==> config.mk <==
export PLATFORM = sky130hd
export DESIGN_NAME = ts_bus_arbiter
export DESIGN_NICKNAME = d
export VERILOG_FILES = /design/src/rtl/ts_bus_arbiter.sv
export SDC_FILE = /design/constraint.sdc
export NUM_CORES = 1
export LEC_CHECK = 0
export CORE_AREA = 2 2 268 270
export DETAILED_ROUTE_END_ITERATION = 7
export DIE_AREA = 0 0 270 272
export PLACE_DENSITY_LB_ADDON = 0.15
export RECOVER_POWER = 100
export REMOVE_ABC_BUFFERS = 1
export SLEW_MARGIN = 15
export SYNTH_ARGS = -nofsm -noshare
export SYNTH_HDL_FRONTEND = slang
export SYNTH_SLANG_ARGS = --single-unit
==> constraint.sdc <==
create_clock -name clk -period 7.5 [get_ports clk]
set_input_delay 1.125 -clock clk [delete_from_list [all_inputs] [get_ports clk]]
set_output_delay 1.125 -clock clk [all_outputs]
set_load 0.05 [all_outputs]
==> src/rtl/ts_bus_arbiter.sv <==
module ts_bus_arbiter #(
  parameter int N_NODES = 8,
  parameter int PKT_W   = 64,
  parameter int HOP_W   = 8,
  parameter int TS_W    = 2
) (
  input  logic                     clk,
  input  logic                     rst_n,
  input  logic [N_NODES-1:0]       node_ready,
  input  logic [N_NODES*TS_W-1:0]  node_ts,
  input  logic [N_NODES*PKT_W-1:0] node_pkt,
  input  logic [N_NODES*HOP_W-1:0] node_hop,
  input  logic                     bus_take,
  output logic [N_NODES-1:0]       grant,
  output logic                     bus_valid,
  output logic [PKT_W-1:0]         bus_pkt,
  output logic [HOP_W-1:0]         bus_hop,
  output logic [N_NODES-1:0]       node_deq
);

  logic [N_NODES-1:0] elig, sel;
  logic [TS_W-1:0]    min_ts;
  logic               any_elig;
  logic [PKT_W-1:0]   mux_pkt;
  logic [HOP_W-1:0]   mux_hop;

  assign node_deq = grant & {N_NODES{bus_take & bus_valid}};
  assign elig     = node_ready & ~node_deq;

  always_comb begin
    min_ts   = '0;
    any_elig = 1'b0;
    for (int i = 0; i < N_NODES; i++) begin
      if (elig[i] && (!any_elig || node_ts[i*TS_W +: TS_W] < min_ts)) begin
        min_ts   = node_ts[i*TS_W +: TS_W];
        any_elig = 1'b1;
      end
    end
  end

  always_comb begin
    sel = '0;
    for (int i = 0; i < N_NODES; i++) begin
      if (elig[i] && node_ts[i*TS_W +: TS_W] == min_ts && sel == '0)
        sel[i] = 1'b1;
    end
  end

  always_comb begin
    mux_pkt = '0;
    mux_hop = '0;
    for (int i = 0; i < N_NODES; i++) begin
      mux_pkt = mux_pkt | ({PKT_W{sel[i]}} & node_pkt[i*PKT_W +: PKT_W]);
      mux_hop = mux_hop | ({HOP_W{sel[i]}} & node_hop[i*HOP_W +: HOP_W]);
    end
  end

  always_ff @(posedge clk) begin
    if (!rst_n) begin
      grant     <= '0;
      bus_valid <= 1'b0;
      bus_pkt   <= '0;
      bus_hop   <= '0;
    end else begin
      grant     <= sel;
      bus_valid <= any_elig;
      bus_pkt   <= mux_pkt;
      bus_hop   <= mux_hop;
    end
  end

  AST_GRANT_ONEHOT: assert property (@(posedge clk) disable iff (!rst_n)
    $onehot0(grant));

  AST_VALID_MATCHES_GRANT: assert property (@(posedge clk) disable iff (!rst_n)
    bus_valid == (grant != '0));

  AST_GRANT_WAS_READY: assert property (@(posedge clk) disable iff (!rst_n)
    (grant != '0) |-> ((grant & $past(node_ready & ~node_deq)) != '0));

  AST_IDLE_BUS_ZERO: assert property (@(posedge clk) disable iff (!rst_n)
    !bus_valid |-> (bus_pkt == '0 && bus_hop == '0));

  AST_DEQ_ONLY_ON_TAKE: assert property (@(posedge clk) disable iff (!rst_n)
    (node_deq != '0) |-> (bus_take && (node_deq & ~grant) == '0));

endmodule

# After elaboration in Yosys (flattened, before gate mapping)
# Cells that the tools add are included.
# totals
register_bits	81
input_bits	603
# classes
magnitude_cmp	7
n_eq_ne	8
muxes	24
n_bitwise	35
n_reduce_logical	42
# ops
operator	count
$and 64x64->64	8
$or 64x64->64	7
$and 8x8->8	10
$or 8x8->8	7
$logic_and 1x1->1	22
$eq 2x2->1	8
$mux 1	16
$mux 2	8
$lt 2x2->1	7
$not 8->8	1
$logic_not 1->1	7
$logic_not 7->1	1
$logic_or 1x1->1	7
$logic_not 6->1	1
$logic_not 5->1	1
$logic_not 4->1	1
$logic_not 3->1	1
$logic_not 2->1	1
$and 1x1->1	1
$not 1->1	1

# Depth between registers and ports, before layout
# logic_depth
word_depth	59
ltp_mapped	37

# Worst setup path before layout
# Ideal clock, no wire load.
# synth_path
path_type	input to register
from	in node_ts[1]
to	reg bus_pkt[18]
arrival_time_ns	7.993
setup_slack_ns	-0.627
cell_stages	37
path_buffers	4
path_cell_list	clkbuf_1 -> and3_1 -> inv_1 -> ha_1 -> inv_1 -> o2111ai_1 -> and2_1 -> o22ai_1 -> o211ai_1 -> ha_1 -> or2_2 -> a21oi_1 -> a221oi_1 -> nor4b_1 -> nor4_2 -> ha_1 -> nor2_1 -> a41oi_1 -> nor2_1 -> a21oi_1 -> a31oi_1 -> mux2i_2 -> inv_1 -> ha_1 -> or2_2 -> a21oi_1 -> o32ai_1 -> a31oi_1 -> buf_2 -> xnor2_1 -> a22oi_1 -> nand3b_1 -> clkbuf_1 -> clkbuf_1 -> a211oi_1 -> o21ai_0 -> o211ai_1
# synth_between
elab_chain_cells	55
word_cells_on_any_way	94
# synth_lines
item	line	rtl
start, declared	10	input logic [N_NODES*TS_W-1:0] node_ts,
$mux 2	34	if (elig[i] && (!any_elig || node_ts[i*TS_W +: TS_W] < min_ts)) begin
$lt 2x2->1	34	
$logic_or 1x1->1	34	
$logic_and 1x1->1	34	
$mux 2 / $mux 1 (equally long branches)	34	
$lt 2x2->1 / $logic_not 1->1 (equally long branches)	34	
$logic_or 1x1->1	34	
$logic_and 1x1->1	34	
[... 39 more ...]	-	
$logic_not 6->1	44	if (elig[i] && node_ts[i*TS_W +: TS_W] == min_ts && sel == '0)
$logic_and 1x1->1	44	
$mux 1	44	
$logic_not 7->1	44	
$logic_and 1x1->1	44	
$mux 1	44	
$and 64x64->64	53	mux_pkt = mux_pkt | ({PKT_W{sel[i]}} & node_pkt[i*PKT_W +: PKT_W]);
$or 64x64->64 (*)	53	
end signal, assigned	67	bus_pkt <= mux_pkt;
end, declared	16	output logic [PKT_W-1:0] bus_pkt,
# Every way passes the cells marked *; elsewhere a longest branch is shown, timed or not.
# A chain may end at the register's enable or synchronous reset.

# Worst setup path in the final report
# layout_path
from	in bus_take
to	reg bus_pkt[20]
# layout_between
elab_chain_cells	59
word_cells_on_any_way	100
# layout_lines
item	line	rtl
start, declared	13	input logic bus_take,
$and 1x1->1 (*)	27	assign node_deq = grant & {N_NODES{bus_take & bus_valid}};
$and 8x8->8 (*)	27	
$not 8->8 (*)	28	assign elig = node_ready & ~node_deq;
$and 8x8->8 (*)	28	
$mux 2 / $mux 1 (equally long branches)	34	
$lt 2x2->1 / $logic_not 1->1 (equally long branches)	34	
$logic_or 1x1->1	34	
$logic_and 1x1->1	34	
[... 43 more ...]	-	
$logic_not 6->1	44	
$logic_and 1x1->1	44	
$mux 1	44	
$logic_not 7->1	44	
$logic_and 1x1->1	44	
$mux 1	44	
$and 64x64->64	53	
$or 64x64->64 (*)	53	
# Marks and branches as above.

==> impl_results.md <==
* Peak supply drop at around 0.11 mV
* Htree depth at 3
* Crit path launch type: input port
* Vias/cell at roughly 4.6
* Fraction of registers with async set/reset at 0
* CTS Root Buffer Type: clkbuf_16
* Final #Nets at approximately 2600
* Slew @ Worst Pin at 0.775 ns
* Slowest stage delay, CP at approximately 0.33 ns
* Cell taking the most area after synthesis: dfxtp_1
* DRC viols at 0
* Final setup violation count at 0
* GRT Total Usage at 0.187
* Sw Share at 0.499
* Max clock buf depth at 2
* Post-DP HPWL at 55.9 mm
* Initial antenna violation count at 11
* Worst skew pair latency at ~0.38 ns
* Cells after DPL at 2920
* Unique masters post-synth at 61
* Top post-synthesis cells by count: inv_1, o32ai_1, a211oi_1
* Layout cells sized above 1 at 0.189
* Vias in the first global route at roughly 15000
* Routability cong. at between 0.8 and 0.9
* Fin. Hold Viols at 0
* Dpl ws at -1.10 ns
* Critical-path maximum fanout at 7
* Ratio of final minimum period to clock period at 0.975
* Reg2reg start: grant[0]$_SDFF_PN0_
* Clock power frac at 0.112
* Worst min path class: reg -> reg
* Most frequent CP cell: ha_1
* First-pass GRT wire length at a little over 100 mm
* Leakage at a little under 8 nW
* Synth warnings at 0
* DIE WIDTH at approximately 270 µm
* # fillers at approximately 7600
* Pwr/cell area at between 200 and 250 mW/mm²
* DRT iter0 DRCs at 700
* Final cell count without fillers at 2988
* CTS Hold Buffers Added at 0
* Hold Crit Start: grant[6]$_SDFF_PN0_
* Clock skew at roughly 0.014 ns
* Internal at 0.00251 W
* Relative slew slack at 0.484
* Psw at approximately 0.0025 W
* Fmax at approximately 140 MHz
* Max-cap violation count at 0
* CP Class: in -> reg
* Max stage delay cell, worst path: a211oi_4
* CP Capture Type: flip-flop
* Mapped Area at 0.00891 mm²
* Hold Slack at between 0.9 and 1 ns
* DR vias at around 14000
* Sequential area share after synthesis at 0.182
* Die H at between 200 and 300 µm
* Yosys top cell area share at 0.182
* Combinational share of power at 0.759
* Pre-Repair DR Iteration Count at 5
* CTS buffer count at 9
* Seq cells post-synth at a little over 80
* Synth Flop Type: dfxtp_1
* Initial Util at 0.126
* Row count at 98
* Seq pwr share at 0.129
* Most frequent cell after synthesis: inv_1
* Largest net degree at the start of global routing at about 100
* Synth area leaders: dfxtp_1, o32ai_1, a211oi_1
* EDFF count, synth at 0
* Mean Syn Cell Area at 7.32 µm²
* Slew Limit Fails at 0
* Syn Inst Count at 1217
* TritonCTS clock tree: done
* Critical path startpoint: bus_take
* CP required at 7.79 ns
* Port bufs at ~700
* Io pins at about 700
* Post-Route WL at roughly 72 mm
* Sequential cell area at 0.00162 mm²
* Final WS setup at ~0.19 ns
* Area of the multi-input gates at roughly 0.0064 mm²
* Synth-to-layout area growth at 126%
* Result of the run: finished, final reports clean
* Core area at between 0.07 and 0.08 mm²
* Min Tclk post-route at ~7.3 ns
* Post-DRT Antenna Nets at 0
* GRT overflow at 0
* Clock slew at reported path FFs at ~0.07 ns
* Die area at between 0.07 and 0.08 mm²
* Critical Path AT at 7.61 ns
* CTS Sinks at 81
* Avg WL per Cell at ~24 µm
==> registers in the layout (all words and copies together), names as in the netlist <==
name,flops
bus_pkt,64
bus_hop,8
grant,8
bus_valid,1
==> layout make-up <==
type	instances	area share
Clock buffer	11	0.0121
Timing Repair Buffer	961	0.482
Tap cell	950	0.0590
Clock inverter	3	0.00447
Multi-Input combinational cell	747	0.319
Antenna cell	5	0.000621
Inverter	230	0.0431
Sequential cell	81	0.0805
==> per-layer routing <==
layer  vias up  wire length (µm)  track usage  part of all wire
met4        10              1100       0.0444             0.015
li1       6478                 -            -                 -
met3        54              3810       0.0410             0.053
met1      6838             29400        0.212              0.41
met5         -                66            0           0.00091
met2       473             38100        0.351              0.53
==> critical path, delay by kind of cell <==
family / cells / cell delay [ns]
compound gates: 16 / 2.37
simple gates: 9 / 1.55
fa+ha+maj: 4 / 1.16
buf+inv: 8 / 1.00
mux: 1 / 0.26
xor+xnor: 1 / 0.11
==> metrics by stage <==
step,TNS (ns),power (W),cell area [µm²],util
final,0,0.00501,20100,0.285
after global routing,-4.76,0.00527,20100,0.285
after CTS,0,0.00502,19600,0.278
after detailed placement,-70.48,0.00429,18700,0.264
after global placement,-66.85,0.00430,18700,0.264
after floorplan,-413.25,0.00231,8280,-
==> layout by cell type (no fill, tap or decap), types with 6 or more instances in the layout <==
cell	instances
a211oi_2	10
a21oi_1	8
a32oi_2	9
dfxtp_1	81
a211oi_1	135
nand2b_1	7
buf_16	6
clkbuf_16	12
o21ai_2	8
o211ai_1	74
a32o_1	70
dlygate4sd3_1	89
o32ai_2	6
nand3_1	6
and3_1	9
buf_12	41
nor2_1	12
nand2_1	9
a32oi_1	62
buf_4	208
clkdlybuf4s50_1	594
inv_1	228
nor3_1	9
buf_6	7
o21ai_1	51
o21ai_0	17
o32ai_1	141
==> kinds of logic after synthesis <==
logic type                 share of synthesized area
AOI/OAI and AO/OA                              0.567
muxes                                        0.00913
xor gates and xnor gates                      0.0128
and+or+nand+nor                               0.0557
buffers and inverters                          0.168
DFF                                            0.182
adders and majority gates                    0.00562
==> power groups by stage <==
stage	Clock, W	Sequential (W)	Combinational (W)
2_1_floorplan	0	0.00120	0.00110
3_3_place_gp	0	0.000673	0.00363
3_5_place_dp	0	0.000667	0.00363
4_1_cts	0.000588	0.000659	0.00377
5_1_grt	0.000596	0.000665	0.00401
6_report	0.000560	0.000648	0.00380
==> timing repair <==
item,4_1_cts,5_1_grt
resized for setup,49,86
pin swaps,25,61
endpoints found under the hold margin,0,0
cloned,6,3
setup endpoints to repair,78,76
setup buffers,31,11
==> final timing paths <==
path	end	slack [ns]	depth (start not counted)
worst max-delay path	bus_pkt[20]$_SDFF_PN0_	0.19	39
worst max register to register	bus_pkt[20]$_SDFF_PN0_	0.59	42
worst min-delay path	bus_valid$_SDFF_PN0_	0.99	4
worst min register to register	bus_valid$_SDFF_PN0_	0.99	4
Power figures use the tool's default switching activity.
